## config.mk

```make
export PLATFORM = sky130hd
export DESIGN_NAME = twi_regbank
export DESIGN_NICKNAME = d
export VERILOG_FILES = /design/src/rtl/twi_bank_pkg.sv /design/src/rtl/twi_line_sync.sv /design/src/rtl/twi_slave_fsm.sv /design/src/rtl/twi_reg_store.sv /design/src/rtl/twi_regbank.sv
export SDC_FILE = /design/constraint.sdc
export NUM_CORES = 1
export LEC_CHECK = 0
export BUFFER_PORTS_ARGS = -buffer_cell sky130_fd_sc_hd__buf_2
export CAP_MARGIN = 25
export CORE_ASPECT_RATIO = 2
export CORE_MARGIN = 4
export CORE_UTILIZATION = 55
export DETAILED_ROUTE_END_ITERATION = 8
export PLACE_DENSITY_LB_ADDON = 0.15
export REMOVE_ABC_BUFFERS = 1
export SYNTH_ARGS = -nofsm -noshare
export SYNTH_HDL_FRONTEND = slang
export SYNTH_HIERARCHICAL = 1
export SYNTH_SLANG_ARGS = --single-unit
```

## constraint.sdc

```tcl
create_clock -name clk -period 3 [get_ports clk]
set_clock_uncertainty 0.2 [all_clocks]
set_input_delay 0.3 -clock clk [delete_from_list [all_inputs] [get_ports clk]]
set_output_delay 0.3 -clock clk [all_outputs]
set_load 0.01 [all_outputs]
```

## src/rtl/twi_bank_pkg.sv

```systemverilog
package twi_bank_pkg;
  localparam int          REG_COUNT    = 21;
  localparam logic [7:0]  LAST_ADDR    = 8'h14;
  localparam logic [7:0]  DIV_MSB_ADDR = 8'h01;
  localparam logic [7:0]  DIV_LSB_ADDR = 8'h02;
  localparam int          FLAT_W       = 8 * REG_COUNT;

  typedef enum logic [2:0] {
    ST_IDLE, ST_ADDR, ST_ACK, ST_WR, ST_RD, ST_RACK
  } bus_state_t;

  function automatic logic addr_in_range(input logic [7:0] a);
    return a <= LAST_ADDR;
  endfunction

  function automatic logic is_read_only(input logic [7:0] a);
    return (a == 8'h00) || (a == LAST_ADDR);
  endfunction

  function automatic logic [7:0] reg_default(input logic [7:0] a);
    if (a == DIV_MSB_ADDR) return 8'h69;
    if (a == DIV_LSB_ADDR) return 8'hD0;
    return 8'h00;
  endfunction

  function automatic logic [11:0] join_div(input logic [7:0] msb, input logic [7:0] lsb);
    return {msb, lsb[7:4]};
  endfunction

  function automatic logic [7:0] next_ptr(input logic [7:0] p);
    return (p == 8'hFF) ? p : p + 8'd1;
  endfunction
endpackage

```

## src/rtl/twi_line_sync.sv

```systemverilog
module twi_line_sync #(
  parameter int STAGES = 2
) (
  input  logic clk,
  input  logic rst_n,
  input  logic scl_i,
  input  logic sda_i,
  output logic sda_s,
  output logic scl_rise,
  output logic scl_fall,
  output logic start_evt,
  output logic stop_evt
);
  logic [STAGES-1:0] scl_pipe, sda_pipe;
  logic scl_s, scl_d, sda_d;

  always_ff @(posedge clk or negedge rst_n) begin
    if (!rst_n) begin
      scl_pipe <= '1;
      sda_pipe <= '1;
      scl_d    <= 1'b1;
      sda_d    <= 1'b1;
    end else begin
      scl_pipe <= {scl_pipe[STAGES-2:0], scl_i};
      sda_pipe <= {sda_pipe[STAGES-2:0], sda_i};
      scl_d    <= scl_pipe[STAGES-1];
      sda_d    <= sda_pipe[STAGES-1];
    end
  end

  assign scl_s     = scl_pipe[STAGES-1];
  assign sda_s     = sda_pipe[STAGES-1];
  assign scl_rise  = scl_s & ~scl_d;
  assign scl_fall  = ~scl_s & scl_d;
  assign start_evt = scl_s & scl_d & sda_d & ~sda_s;
  assign stop_evt  = scl_s & scl_d & ~sda_d & sda_s;
endmodule

```

## src/rtl/twi_slave_fsm.sv

```systemverilog
module twi_slave_fsm
  import twi_bank_pkg::*;
#(
  parameter logic [6:0] SLAVE_ADDR = 7'h4C
) (
  input  logic       clk,
  input  logic       rst_n,
  input  logic       sda_s,
  input  logic       scl_rise,
  input  logic       scl_fall,
  input  logic       start_evt,
  input  logic       stop_evt,
  input  logic [7:0] rd_data,
  output logic       sda_oe,
  output logic       wr_stb,
  output logic [7:0] wr_data,
  output logic [7:0] ptr
);
  bus_state_t state;
  logic [3:0] bit_cnt;
  logic [7:0] shreg, tx;
  logic       is_read, have_ptr, nack;
  logic       byte_done;

  assign byte_done = scl_fall && (bit_cnt == 4'd8);
  assign wr_stb    = (state == ST_WR) && byte_done && have_ptr;
  assign wr_data   = shreg;

  always_ff @(posedge clk or negedge rst_n) begin
    if (!rst_n) begin
      state    <= ST_IDLE;
      bit_cnt  <= '0;
      shreg    <= '0;
      tx       <= '0;
      is_read  <= 1'b0;
      have_ptr <= 1'b0;
      nack     <= 1'b0;
      sda_oe   <= 1'b0;
      ptr      <= '0;
    end else if (stop_evt) begin
      state  <= ST_IDLE;
      sda_oe <= 1'b0;
    end else if (start_evt) begin
      state    <= ST_ADDR;
      bit_cnt  <= '0;
      have_ptr <= 1'b0;
      sda_oe   <= 1'b0;
    end else begin
      unique case (state)
        ST_ADDR: begin
          if (scl_rise) begin
            shreg   <= {shreg[6:0], sda_s};
            bit_cnt <= bit_cnt + 4'd1;
          end else if (byte_done) begin
            bit_cnt <= '0;
            if (shreg[7:1] == SLAVE_ADDR) begin
              is_read <= shreg[0];
              sda_oe  <= 1'b1;
              state   <= ST_ACK;
            end else begin
              state <= ST_IDLE;
            end
          end
        end
        ST_ACK: begin
          if (scl_fall) begin
            bit_cnt <= '0;
            if (is_read) begin
              tx     <= rd_data;
              sda_oe <= ~rd_data[7];
              state  <= ST_RD;
            end else begin
              sda_oe <= 1'b0;
              state  <= ST_WR;
            end
          end
        end
        ST_WR: begin
          if (scl_rise) begin
            shreg   <= {shreg[6:0], sda_s};
            bit_cnt <= bit_cnt + 4'd1;
          end else if (byte_done) begin
            bit_cnt <= '0;
            if (!have_ptr) begin
              if (addr_in_range(shreg)) begin
                ptr      <= shreg;
                have_ptr <= 1'b1;
                sda_oe   <= 1'b1;
                state    <= ST_ACK;
              end else begin
                state <= ST_IDLE;
              end
            end else begin
              ptr    <= next_ptr(ptr);
              sda_oe <= 1'b1;
              state  <= ST_ACK;
            end
          end
        end
        ST_RD: begin
          if (scl_fall) begin
            if (bit_cnt == 4'd7) begin
              sda_oe  <= 1'b0;
              bit_cnt <= '0;
              ptr     <= next_ptr(ptr);
              state   <= ST_RACK;
            end else begin
              tx      <= {tx[6:0], 1'b0};
              sda_oe  <= ~tx[6];
              bit_cnt <= bit_cnt + 4'd1;
            end
          end
        end
        ST_RACK: begin
          if (scl_rise) begin
            nack <= sda_s;
          end else if (scl_fall) begin
            if (nack) begin
              state <= ST_IDLE;
            end else begin
              tx     <= rd_data;
              sda_oe <= ~rd_data[7];
              state  <= ST_RD;
            end
          end
        end
        default: ;
      endcase
    end
  end
endmodule

```

## src/rtl/twi_reg_store.sv

```systemverilog
module twi_reg_store
  import twi_bank_pkg::*;
#(
  parameter logic [7:0] CHIP_ID = 8'h3A
) (
  input  logic              clk,
  input  logic              rst_n,
  input  logic              wr_stb,
  input  logic [7:0]        wr_addr,
  input  logic [7:0]        wr_data,
  input  logic [7:0]        rd_addr,
  input  logic [7:0]        status_i,
  output logic [7:0]        rd_data,
  output logic [11:0]       div_ratio,
  output logic [FLAT_W-1:0] cfg_flat
);
  for (genvar g = 0; g < REG_COUNT; g++) begin : g_reg
    localparam logic [7:0] ADDR = 8'(g);
    if (is_read_only(ADDR)) begin : g_ro
      assign cfg_flat[8*g +: 8] = 8'h00;
    end else begin : g_rw
      logic [7:0] q;
      always_ff @(posedge clk or negedge rst_n) begin
        if (!rst_n)                          q <= reg_default(ADDR);
        else if (wr_stb && wr_addr == ADDR)  q <= wr_data;
      end
      assign cfg_flat[8*g +: 8] = q;
    end
  end

  always_ff @(posedge clk or negedge rst_n) begin
    if (!rst_n)
      div_ratio <= join_div(reg_default(DIV_MSB_ADDR), reg_default(DIV_LSB_ADDR));
    else if (wr_stb && wr_addr == DIV_LSB_ADDR)
      div_ratio <= join_div(cfg_flat[8*DIV_MSB_ADDR +: 8], wr_data);
  end

  logic [4:0] rd_idx;
  assign rd_idx = rd_addr[4:0];

  always_comb begin
    if (!addr_in_range(rd_addr))   rd_data = 8'h00;
    else if (rd_addr == 8'h00)     rd_data = CHIP_ID;
    else if (rd_addr == LAST_ADDR) rd_data = status_i;
    else                           rd_data = cfg_flat[8*rd_idx +: 8];
  end
endmodule

```

## src/rtl/twi_regbank.sv

```systemverilog
module twi_regbank
  import twi_bank_pkg::*;
#(
  parameter logic [6:0] SLAVE_ADDR  = 7'h4C,
  parameter logic [7:0] CHIP_ID     = 8'h3A,
  parameter int         SYNC_STAGES = 2
) (
  input  logic              clk,
  input  logic              rst_n,
  input  logic              scl_i,
  input  logic              sda_i,
  output logic              sda_oe,
  input  logic [7:0]        status_i,
  output logic [11:0]       div_ratio,
  output logic [FLAT_W-1:0] cfg_flat
);
  logic       sda_s, scl_rise_evt, scl_fall_evt, start_evt, stop_evt;
  logic       wr_stb;
  logic [7:0] wr_data, wr_addr, rd_data;

  twi_line_sync #(.STAGES(SYNC_STAGES)) u_sync (
    .clk(clk), .rst_n(rst_n), .scl_i(scl_i), .sda_i(sda_i),
    .sda_s(sda_s), .scl_rise(scl_rise_evt), .scl_fall(scl_fall_evt),
    .start_evt(start_evt), .stop_evt(stop_evt)
  );

  twi_slave_fsm #(.SLAVE_ADDR(SLAVE_ADDR)) u_fsm (
    .clk(clk), .rst_n(rst_n), .sda_s(sda_s),
    .scl_rise(scl_rise_evt), .scl_fall(scl_fall_evt),
    .start_evt(start_evt), .stop_evt(stop_evt),
    .rd_data(rd_data), .sda_oe(sda_oe),
    .wr_stb(wr_stb), .wr_data(wr_data), .ptr(wr_addr)
  );

  twi_reg_store #(.CHIP_ID(CHIP_ID)) u_store (
    .clk(clk), .rst_n(rst_n), .wr_stb(wr_stb), .wr_addr(wr_addr),
    .wr_data(wr_data), .rd_addr(wr_addr), .status_i(status_i),
    .rd_data(rd_data), .div_ratio(div_ratio), .cfg_flat(cfg_flat)
  );
endmodule

```

==> impl_metrics.toml <==
[floorplanning]
coreArea_um2 = 18200
fp-row-count = 70
die_area_um2 = 20800
die_w_um = 104
die_h_um = 200
initial_core_util_pct = 55.6
io-pin-count = 193

[worst_setup_path]
crit_arrival_ns = 2.98
cp_slowest_cell = "dfrtp_4"
ff2ff_path_depth = 10
start_kind = "register"
cp_num_cells = 10
max_stage_delay_ns = 0.80
path_class = "register to register"
cp-end-kind = "register"
required_ns = 3.13
path_max_fanout = 33
path_cells = "buf_4, mux2i_1, nand2_1, nand3_1, a311oi_2, buf_4, o21ai_0, o21ai_0, a31o_2, nor2_1"
r2r_slack_ns = 0.15
path_buf_inv = 2
critPathTopFamily = "compound AO/OA/AOI/OAI gates"

[logic_synthesis]
synth_xor_xnor_area_share_pct = 0.0864
synth.area.mux_share_pct = 28.4
synth_cell_types = 70
synth-compound-area-share_pct = 8.52
synthFlopType = "dfrtp_1"
ys_ff_latch = 200
async_flop_share_pct = 100
synth-simple-area-share_pct = 9.04
yosys_warnings = 6
avgSynthCellArea_um2 = 12.5
synth-edff-count = 0
synth-adder-area-share_pct = 0.370
netlist_instances = 810
synth-seq-area-share_pct = 49.6
syn_area_um2 = 10100
synth_top_family_by_area = "multiplexers"

[clock_tree]
post-cts-setup-buffers = 0
cts_buffer_depth = 2
cts.sinks = 200
clk_pin_slew_ns = 0.07
insertion_delay_ns = 0.43
cts_buffers = 17
cts_root_buf = "clkbuf_16"
cts-htree-levels = 4
cts_tree = "built"

[route]
wl_per_cell_um = 23.2
routed-via-count = 7568
drt_iter0_drc = 359
routed_wl_mm = 28.9
drt-pass1-iter-count = 4
ant_nets = 0
drcViolationCount = 0
avgViaCountPerCell = 6.08

[sta]
max_slew_margin_pct = 55.8
setup_viol = 0
rsz0062_at_grt = "no"
min_period_ns = 2.85
finalHoldViolations = 0
setup_slack_ns = 0.150
max_freq_mhz = 351
report.final.slew_viol_count = 0
fin_crit_sh_pct = 95.0
worst_slew_pin_slew_ns = 0.659

[power_and_ir_drop]
vdd_ir_drop_max_uv = 361
power.leakage_uw = 0.00602
power.total_uw = 5230
power_per_cell_area_nw_per_um2 = 432

[final_layout]
area_growth_pct = 19.5
fillers = 1466
n_antenna_cell = 0
fin_nets = 1031
drive_gt1_share_pct = 50.8
final_area_um2 = 12100

[place]
hpwl_mm = 21.0
place_congestion = 0.955
dp_slack_ns = 0.0865
dpl_cell_area_um2 = 11500
io_buffers = 176

[min_path]
holdCritPathClass = "register to register"
min_path_cells = 0

[global_route]
grt_pass1_wl_mm = 44.6
antenna_found_initial = 0
grt_pass1_vias = 7956
grt-ovfl-total = 0
grt_start_max_net_pins = 67
groute.usage.overall_pct = 28.0

[job]
cap_violations = 0

[status]
status = "finished clean"
-- report_power, final --
group          switching [µW]  internal (µW)  total (µW)
Combinational             189           76.8         266
Sequential               23.5           2720        2750
Clock                    1030           1190        2220
-- worst register-to-register path, cell delays in order, from the launching register on --
cell and delay [ns]:
dfrtp_4 0.80, buf_4 0.33, mux2i_1 0.13, nand2_1 0.08, nand3_1 0.14, a311oi_2 0.40
buf_4 0.17, o21ai_0 0.06, o21ai_0 0.22, a31o_2 0.19, nor2_1 0.04
-- logic make-up after synthesis --
group	Yosys count
muxes	243
DFF	200
and+or+nand+nor	161
AOI/OAI and AO/OA	124
buffers and inverters	77
adders and majority gates	3
other	1
xor gates and xnor gates	1
-- path summary, 6_finish.rpt --
kind / to / start
setup reg to reg: u_fsm/sda_oe / u_fsm/ptr[1]
hold / removal: u_sync/scl_pipe[1] / u_sync/scl_pipe[0]
hold reg to reg: u_sync/scl_pipe[1] / u_sync/scl_pipe[0]
max in group asynchronous: u_store/g_reg[4].g_rw.q[0] / rst_n
min in group asynchronous: u_fsm/bit_cnt[0] / rst_n
setup / recovery: u_fsm/sda_oe / u_fsm/ptr[1]
-- what timing repair did --
| action | CTS | global route |
|---|---|---|
| setup endpoints to repair | 0 | 25 |
| endpoints found under the hold margin | 58 | 0 |
| hold buffers | 3 | 0 |
| gates resized for setup | 0 | 4 |
-- per-layer routing --
metal	wire length (µm)	global-route usage, %	vias up
li1	-	-	3377
met1	10700	32.0	3846
met2	15400	49.7	261
met3	1340	4.63	84
met4	1510	16.5	0
met5	0	0	-
-- metrics by stage --
stage	hold WS [ns]	cells	util, %	setup TNS (ns)
floorplan	-0.196	760	-	-65.36
global placement	0.148	1210	63.1	0
detailed placement	0.150	1210	63.1	0
CTS	0.164	1245	66.4	0
global route	0.171	1245	66.5	0
finish	0.164	1245	66.5	0
-- cells in the mapped netlist (17+ instances only) --
cell      count  share of area [%]
mux2_2      187                 21
dfrtp_1     183                 45
mux2i_1      39                3.9
nand2_1      36                1.3
o21ai_0      25                1.2
a21oi_1      23                1.1
buf_4        23                1.7
nand3_1      21                1.0
nor2_1       20               0.74
clkbuf_1     17               0.63
dfstp_2      17                4.4
mux4_2       17                3.8
-- flip-flops by register name, indices dropped and copies added (netlist names), 2 cells and up --
register           flops
u_fsm/bit_cnt          4
u_fsm/ptr              8
u_fsm/state            3
u_fsm/tx               7
u_fsm/wr_data          8
u_store/div_ratio      9
u_store/g.g_rw.q     151
u_sync/scl_pipe        2
u_sync/sda_pipe        2
-- final cells by class --
cell class / instances / area [µm²] / share of cell area, %
Sequential cell: 200 / 5030 / 41.6
Multi-Input combinational cell: 548 / 4780 / 39.4
Clock inverter: 11 / 116 / 0.961
Inverter: 12 / 45.0 / 0.372
Tap cell: 216 / 270 / 2.23
Timing Repair Buffer: 237 / 1420 / 11.7
Clock buffer: 21 / 450 / 3.72
-- layout by cell type, fill, tap and decap left out, drive strengths merged, types with 5 or more instances in the layout --
master / instances
dfstp: 17
mux2i: 39
dfrtp: 183
nand2b: 11
nand3: 23
o211ai: 12
buf: 233
nor2b: 12
nand4: 5
mux4: 17
nor2: 29
a2bb2oi: 5
nand2: 36
mux2: 187
nor3: 7
conb: 16
o22ai: 13
clkinv: 6
and2: 9
inv: 14
a21oi: 29
a311oi: 5
a211oi: 7
clkbuf: 22
and3: 7
o21ai: 27
Note: power is estimated with default switching activity, not from simulation.
